**src/rtl/fan_pwm_pkg.sv**
```systemverilog
package fan_pwm_pkg;
  localparam int unsigned DUTY_W = 8;
  localparam int unsigned STEPS  = (1 << DUTY_W) - 1;
  localparam int unsigned MS_W   = 12;

  localparam logic [1:0] ADDR_DUTY = 2'd0;
  localparam logic [1:0] ADDR_CFG  = 2'd1;
  localparam logic [1:0] ADDR_FREQ = 2'd2;

  localparam logic [2:0] MODE_MANUAL = 3'b111;

  typedef struct packed {
    logic [2:0] mode;
    logic       invert;
    logic       fixed_spin;
    logic [2:0] tsel;
  } fan_cfg_t;

  localparam fan_cfg_t CFG_RESET = '{mode: 3'b111, invert: 1'b0,
                                     fixed_spin: 1'b0, tsel: 3'b010};
  localparam logic [2:0]        FREQ_RESET = 3'b100;
  localparam logic [DUTY_W-1:0] DUTY_RESET = '1;

  // start-up length in millisecond ticks
  function automatic logic [MS_W-1:0] spin_ms(input logic [2:0] sel);
    case (sel)
      3'd1:    spin_ms = 12'd100;
      3'd2:    spin_ms = 12'd250;
      3'd3:    spin_ms = 12'd400;
      3'd4:    spin_ms = 12'd667;
      3'd5:    spin_ms = 12'd1000;
      3'd6:    spin_ms = 12'd2000;
      3'd7:    spin_ms = 12'd4000;
      default: spin_ms = 12'd0;
    endcase
  endfunction

  // step length in STEP_UNIT clocks per frequency code
  function automatic logic [4:0] step_mult(input logic [2:0] code);
    case (code)
      3'd0:    step_mult = 5'd16;
      3'd1:    step_mult = 5'd12;
      3'd2:    step_mult = 5'd8;
      3'd3:    step_mult = 5'd6;
      3'd4:    step_mult = 5'd5;
      3'd5:    step_mult = 5'd4;
      3'd6:    step_mult = 5'd3;
      default: step_mult = 5'd2;
    endcase
  endfunction
endpackage

```
**src/rtl/fan_pwm_regs.sv**
```systemverilog
module fan_pwm_regs
  import fan_pwm_pkg::*;
(
  input  logic              clk,
  input  logic              rst_n,
  input  logic              wr_en,
  input  logic [1:0]        wr_addr,
  input  logic [DUTY_W-1:0] wr_data,
  output logic [DUTY_W-1:0] duty_q,
  output fan_cfg_t          cfg_q,
  output logic [2:0]        freq_q,
  output logic              spin_start,
  output logic              duty_clear
);
  logic [DUTY_W-1:0] duty_d;
  fan_cfg_t          cfg_d;
  logic [2:0]        freq_d;
  logic              duty_wr;

  assign duty_wr    = wr_en && (wr_addr == ADDR_DUTY) && (cfg_q.mode == MODE_MANUAL);
  assign spin_start = duty_wr && (duty_q == '0) && (wr_data != '0) && (cfg_q.tsel != 3'd0);
  assign duty_clear = duty_wr && (wr_data == '0);

  always_comb begin
    duty_d = duty_q;
    cfg_d  = cfg_q;
    freq_d = freq_q;
    if (duty_wr)                          duty_d = wr_data;
    if (wr_en && (wr_addr == ADDR_CFG))   cfg_d  = fan_cfg_t'(wr_data);
    if (wr_en && (wr_addr == ADDR_FREQ))  freq_d = wr_data[2:0];
  end

  always_ff @(posedge clk or negedge rst_n) begin
    if (!rst_n) begin
      duty_q <= DUTY_RESET;
      cfg_q  <= CFG_RESET;
      freq_q <= FREQ_RESET;
    end else begin
      duty_q <= duty_d;
      cfg_q  <= cfg_d;
      freq_q <= freq_d;
    end
  end
endmodule

```
**src/rtl/fan_pwm_gen.sv**
```systemverilog
module fan_pwm_gen
  import fan_pwm_pkg::*;
#(
  parameter int unsigned STEP_UNIT = 2779
) (
  input  logic              clk,
  input  logic              rst_n,
  input  logic [DUTY_W-1:0] duty_reg,
  input  logic [2:0]        freq_reg,
  output logic [DUTY_W-1:0] duty_act,
  output logic              active,
  output logic              period_end
);
  localparam int unsigned PRE_MAX   = STEP_UNIT * 16;
  localparam int unsigned PW        = $clog2(PRE_MAX + 1);
  localparam logic [DUTY_W-1:0] LAST_STEP = DUTY_W'(STEPS - 1);

  logic [PW-1:0]     pre_q, pre_d, pre_lim;
  logic [DUTY_W-1:0] cnt_q, cnt_d, dact_d;
  logic [2:0]        fact_q, fact_d;
  logic              step_en;

  assign pre_lim    = (PW'(STEP_UNIT) * PW'(step_mult(fact_q))) - PW'(1);
  assign step_en    = (pre_q == pre_lim);
  assign period_end = step_en && (cnt_q == LAST_STEP);
  assign active     = (cnt_q < duty_act);

  always_comb begin
    pre_d  = step_en ? '0 : pre_q + PW'(1);
    cnt_d  = cnt_q;
    dact_d = duty_act;
    fact_d = fact_q;
    if (step_en) cnt_d = period_end ? '0 : cnt_q + DUTY_W'(1);
    if (period_end) begin
      dact_d = duty_reg;
      fact_d = freq_reg;
    end
  end

  always_ff @(posedge clk or negedge rst_n) begin
    if (!rst_n) begin
      pre_q    <= '0;
      cnt_q    <= '0;
      duty_act <= DUTY_RESET;
      fact_q   <= FREQ_RESET;
    end else begin
      pre_q    <= pre_d;
      cnt_q    <= cnt_d;
      duty_act <= dact_d;
      fact_q   <= fact_d;
    end
  end
endmodule

```
**src/rtl/fan_tach_sync.sv**
```systemverilog
module fan_tach_sync #(
  parameter int unsigned SYNC_STAGES = 2
) (
  input  logic clk,
  input  logic rst_n,
  input  logic tach_in,
  output logic tach_rise
);
  // SYNC_STAGES synchronizer flops plus one history flop
  logic [SYNC_STAGES:0] sh_q;

  always_ff @(posedge clk or negedge rst_n) begin
    if (!rst_n) sh_q[0] <= 1'b0;
    else        sh_q[0] <= tach_in;
  end

  for (genvar i = 1; i <= SYNC_STAGES; i++) begin : g_stage
    always_ff @(posedge clk or negedge rst_n) begin
      if (!rst_n) sh_q[i] <= 1'b0;
      else        sh_q[i] <= sh_q[i-1];
    end
  end

  assign tach_rise = sh_q[SYNC_STAGES-1] & ~sh_q[SYNC_STAGES];
endmodule

```
**src/rtl/fan_spinup.sv**
```systemverilog
module fan_spinup
  import fan_pwm_pkg::*;
#(
  parameter int unsigned MS_DIV = 125000
) (
  input  logic       clk,
  input  logic       rst_n,
  input  logic       spin_start,
  input  logic       duty_clear,
  input  logic       tach_rise,
  input  logic       fixed_spin,
  input  logic [2:0] tsel,
  output logic       spinning
);
  localparam int unsigned MW = $clog2(MS_DIV + 1);

  logic [MW-1:0]   ms_q, ms_d;
  logic            ms_tick;
  logic [MS_W-1:0] el_q, el_d, limit;
  logic [1:0]      tc_q, tc_d;
  logic            spin_d, done_time, done_tach;

  assign ms_tick   = (ms_q == MW'(MS_DIV - 1));
  assign limit     = spin_ms(tsel);
  assign done_time = ms_tick && (({1'b0, el_q} + (MS_W+1)'(1)) >= {1'b0, limit});
  assign done_tach = !fixed_spin && tach_rise && (tc_q == 2'd1);

  always_comb begin
    ms_d   = ms_tick ? '0 : ms_q + MW'(1);
    spin_d = spinning;
    el_d   = el_q;
    tc_d   = tc_q;
    if (spin_start) begin
      spin_d = 1'b1;
      el_d   = '0;
      tc_d   = '0;
    end else if (spinning) begin
      if (duty_clear || done_time || done_tach) spin_d = 1'b0;
      if (ms_tick) el_d = el_q + MS_W'(1);
      if (tach_rise && (tc_q != 2'd2)) tc_d = tc_q + 2'd1;
    end
  end

  always_ff @(posedge clk or negedge rst_n) begin
    if (!rst_n) begin
      ms_q     <= '0;
      spinning <= 1'b0;
      el_q     <= '0;
      tc_q     <= '0;
    end else begin
      ms_q     <= ms_d;
      spinning <= spin_d;
      el_q     <= el_d;
      tc_q     <= tc_d;
    end
  end
endmodule

```
**src/rtl/fan_pwm_drv.sv**
```systemverilog
module fan_pwm_drv
  import fan_pwm_pkg::*;
#(
  parameter int unsigned STEP_UNIT   = 2779,
  parameter int unsigned MS_DIV      = 125000,
  parameter int unsigned SYNC_STAGES = 2
) (
  input  logic       clk,
  input  logic       rst_n,
  input  logic       wr_en,
  input  logic [1:0] wr_addr,
  input  logic [7:0] wr_data,
  input  logic       tach_in,
  output logic       pwm_out
);
  logic [DUTY_W-1:0] duty_q, duty_act;
  fan_cfg_t          cfg_q;
  logic [2:0]        freq_q;
  logic              spin_start, duty_clear, tach_rise;
  logic              active, period_end, spinning;

  fan_pwm_regs u_regs (
    .clk(clk), .rst_n(rst_n), .wr_en(wr_en), .wr_addr(wr_addr), .wr_data(wr_data),
    .duty_q(duty_q), .cfg_q(cfg_q), .freq_q(freq_q),
    .spin_start(spin_start), .duty_clear(duty_clear)
  );

  fan_pwm_gen #(.STEP_UNIT(STEP_UNIT)) u_gen (
    .clk(clk), .rst_n(rst_n), .duty_reg(duty_q), .freq_reg(freq_q),
    .duty_act(duty_act), .active(active), .period_end(period_end)
  );

  fan_tach_sync #(.SYNC_STAGES(SYNC_STAGES)) u_tach (
    .clk(clk), .rst_n(rst_n), .tach_in(tach_in), .tach_rise(tach_rise)
  );

  fan_spinup #(.MS_DIV(MS_DIV)) u_spin (
    .clk(clk), .rst_n(rst_n), .spin_start(spin_start), .duty_clear(duty_clear),
    .tach_rise(tach_rise), .fixed_spin(cfg_q.fixed_spin), .tsel(cfg_q.tsel),
    .spinning(spinning)
  );

  assign pwm_out = (spinning | active) ^ cfg_q.invert;
endmodule

```
**config.mk**
```make
export PLATFORM = sky130hd
export DESIGN_NAME = fan_pwm_drv
export DESIGN_NICKNAME = d
export VERILOG_FILES = /design/src/rtl/fan_pwm_pkg.sv /design/src/rtl/fan_pwm_regs.sv /design/src/rtl/fan_pwm_gen.sv /design/src/rtl/fan_tach_sync.sv /design/src/rtl/fan_spinup.sv /design/src/rtl/fan_pwm_drv.sv
export SDC_FILE = /design/constraint.sdc
export NUM_CORES = 1
export LEC_CHECK = 0
export ABC_AREA = 1
export CELL_PAD_IN_SITES_DETAIL_PLACEMENT = 1
export CELL_PAD_IN_SITES_GLOBAL_PLACEMENT = 1
export CORE_MARGIN = 2
export CORE_UTILIZATION = 47
export CTS_CLUSTER_DIAMETER = 60
export DETAILED_ROUTE_END_ITERATION = 16
export PLACE_DENSITY = 0.87
export RECOVER_POWER = 50
export SETUP_SLACK_MARGIN = 0.1
export SYNTH_ARGS = -nofsm -noshare
export SYNTH_HDL_FRONTEND = slang
export SYNTH_SLANG_ARGS = --single-unit
```
**constraint.sdc**
```tcl
create_clock -name clk -period 5.15 [get_ports clk]
set_input_delay 0.515 -clock clk [delete_from_list [all_inputs] [get_ports clk]]
set_output_delay 0.515 -clock clk [all_outputs]
set_load 0.05 [all_outputs]
```
==> results.py <==
metrics = {
    "run_status": {
        "run_status": "complete, but fails checks",
        "violations": "max-capacitance violations, max-slew violations",
    },
    "timing": {
        "fin_crit_ps": 4628,
        "slew-limit-headroom_pct": -5.009,
        "finClkSkew_ps": 9.284,
        "fmax_mhz": 216.1,
        "slew_viol_final": 92,
        "rsz0062_at_grt": "false",
        "finalSetupTns_ps": 0,
        "setup_violations": 0,
        "finalCritPeriodShare_pct": 89.87,
        "tightest_slew_ps": 1575,
        "hold_viol": 0,
    },
    "critical_path": {
        "cp.arrival_ps": 4860,
        "criticalPathCategory": "reg -> reg",
        "crit_fanout": 22,
        "cpPeakStageDelay_ps": 580,
        "end_kind": "flip-flop",
        "cp-start-kind": "flip-flop",
        "path_cells": "inv_1 > nand2_1 > nand2_1 > inv_1 > ha_1 > xnor2_1 > inv_1 > fa_1 > inv_1 > ha_1 > nand3_1 > nand3_1 > nand3_1 > nand2_1 > nand3_1 > nand3_1 > nand2_1 > nand2_1 > nand2_2 > nor2_2 > nand3_4 > nand2_1 > o21ai_2",
        "cpMostUsedCell": "nand2_1",
        "worst_path_max_delay_cell": "dfstp_2",
        "required_ps": 5380,
    },
    "routing": {
        "firstDrtPassIters": 4,
        "vias_per_cell": 5.337,
        "antenna_left": 0,
        "wl_per_cell_um": 16.18,
        "drtIter0Drc": 194,
        "vias": 5561,
        "drc": 0,
        "wirelength_um": 16860,
    },
    "logic_synthesis": {
        "yosysTopAreaCellShare_pct": 26.56,
        "synth_compound_area_share_pct": 9.376,
        "yosysSeqAreaShare_pct": 35.72,
        "synth_enable_flop_cells": 0,
        "synth_top_family_by_area": "simple AND/OR/NAND/NOR gates",
        "synth_cells": 844,
        "netlist_top_cells_count": "196 x nand2_1, 161 x inv_1, 70 x nor2_1",
        "synth.most_common_cell": "nand2_1",
        "avgSynthCellArea_um2": 7.479,
        "synthAdderAreaFrac_pct": 11.26,
        "syn-cell-area_um2": 6312,
        "synth_area_leaders": "dfrtp_1 27%, nand2_1 12%, inv_1 9.6%, dfstp_2 9.2%, ha_1 8.7%",
        "yosysWarnings": 0,
        "synthXorXnorAreaFrac_pct": 4.836,
        "synth_mux_area_share_pct": 0,
        "synth_top_area_cell": "dfrtp_1",
        "syn_nets": 910,
        "synth_flop_cell": "dfrtp_1",
        "ys_seq_elements": 89,
        "async_flop_share_pct": 100.0,
        "synthDistinctLibCells": 44,
        "yosys.area_share.simple_pct": 28.29,
    },
    "clock_network": {
        "post_cts_buffers": 0,
        "clkTransAtPathRegs_ps": 70,
        "clock_latency_ps": 360,
        "tritoncts": "done",
        "cts_root_buffer": "clkbuf_16",
        "cts_max_level": 3,
        "cts_buffers": 9,
        "cts_sinks": 89,
        "ctsHoldBuffers": 0,
        "cts_resized": 0,
        "clock_path_buffers": 2,
    },
    "global_route": {
        "grt_pass1_wl_um": 28810,
        "antenna_found_initial": 0,
        "grt-ovfl-total": 0,
        "grt_max_degree": 64,
        "grt_pass1_vias": 6211,
        "grtUsageTotal_pct": 24.92,
    },
    "layout": {
        "drive_above_1_share_pct": 9.584,
        "nets": 927,
        "finish.utilization_pct": 52.60,
        "antenna_cells": 0,
        "layout-area-overhead-vs-synth_pct": 9.911,
    },
    "floorplan": {
        "start_util_pct": 47.86,
        "die_area_um2": 14370,
        "die_h_um": 119.9,
        "die_x_um": 119.9,
        "top_level_ports": 15,
        "placementRows": 42,
        "core_um2": 13190,
    },
    "flow_run": {
        "cap_violations": 2,
    },
    "min_path": {
        "hold_class": "reg -> reg",
    },
    "power": {
        "leakagePower_nw": 3.520,
        "powerDensity_nw_per_um2": 240.9,
        "ir_drop_v": 0.0002292,
    },
    "place": {
        "io_buffer_count": 14,
        "hpwl_um": 13240,
        "gp_congestion": 0.8753,
    },
}
## power by group
group / switching (mW) / leakage, nW / internal, mW / total, mW
sequential: 0.0343 / 1.11 / 0.747 / 0.781
combinational: 0.135 / 2.25 / 0.0708 / 0.206
clock: 0.293 / 0.157 / 0.391 / 0.684
## registers in the layout (all words and copies together) (netlist names)
register         flops
u_regs.freq_q        3
u_spin.ms_q         17
u_gen.pre_q         16
u_regs.cfg_q         8
u_tach.sh_q          3
u_gen.cnt_q          8
u_gen.duty_act       8
u_spin.spinning      1
u_spin.el_q         12
u_spin.tc_q          2
u_gen.fact_q         3
u_regs.duty_q        8
## critical path: cells and delay by family, from the launching register on
| family | cells | cell delay [ps] |
|---|---|---|
| compound gates | 1 | 70 |
| xor+xnor | 1 | 310 |
| fa+ha+maj | 3 | 1200 |
| buf+inv | 4 | 410 |
| flops | 1 | 580 |
| simple gates | 14 | 1910 |
## stage by stage
stage                     std cells  area (um2)  hold WS [ps]  worst slack (ps)  power (mW)
after CTS                      1042        6937         86.01             327.4       1.687
after detailed placement       1026        6621         347.0             424.4      0.9948
after global placement         1026        6621         341.7             648.8      0.9751
final                          1042        6938         375.7             521.8       1.672
after floorplan                 844        6312         219.4              1274      0.9107
after global routing           1042        6938         379.7             104.0       1.740
## layout by cell type, fill, tap and decap left out, types with 22 or more instances in the layout
master,synthesis,layout
nand2_1,196,195
inv_1,161,161
nor2_1,70,71
dfrtp_1,67,67
nand3_1,49,49
ha_1,44,44
o21ai_0,37,37
a21oi_1,28,28
nand4_1,23,23
xor2_1,22,22
dfstp_2,22,22
## layout make-up
class	instances	area, um2
timing repair buffer	15	138.9
fill	1672	6252
sequential	89	2255
multi-input combinational	584	3401
clock inverter	5	40.04
clock buffer	11	275.3
inverter	162	608.1
tap	176	220.2
## metal layers
metal	routed length, um	GRT usage (%)	vias to the layer above	share of wire [%]
li1	-	-	2715	-
met1	7343	29.28	2772	44
met2	8943	46.43	58	53
met3	385	4.515	16	2.3
met4	191	6.691	0	1.1
met5	0	0	-	0
## logic make-up (layout without fill, tap and decap cells)
kind of cell	count (synthesis)	in the layout
AO/OA/AOI/OAI	100	100
buffers and inverters	171	193
adder cells (fa/ha/maj)	52	52
AND/OR/NAND/NOR	398	398
flip-flops	89	89
XOR/XNOR	34	34
## path summary, 6_finish.rpt
kind | slack [ps] | to | startpoint | cells past startpoint
min in group asynchronous | 550 | u_gen.cnt_q[5] | rst_n | 1
max | 520 | u_gen.fact_q[1] | u_gen.fact_q[2] | 23
min reg2reg | 380 | u_tach.sh_q[1] | u_tach.sh_q[0] | 0
max reg2reg | 520 | u_gen.fact_q[1] | u_gen.fact_q[2] | 23
max in group asynchronous | 2340 | u_spin.ms_q[4] | rst_n | 2
min | 380 | u_tach.sh_q[1] | u_tach.sh_q[0] | 0
(Power assumes the default switching activity.)
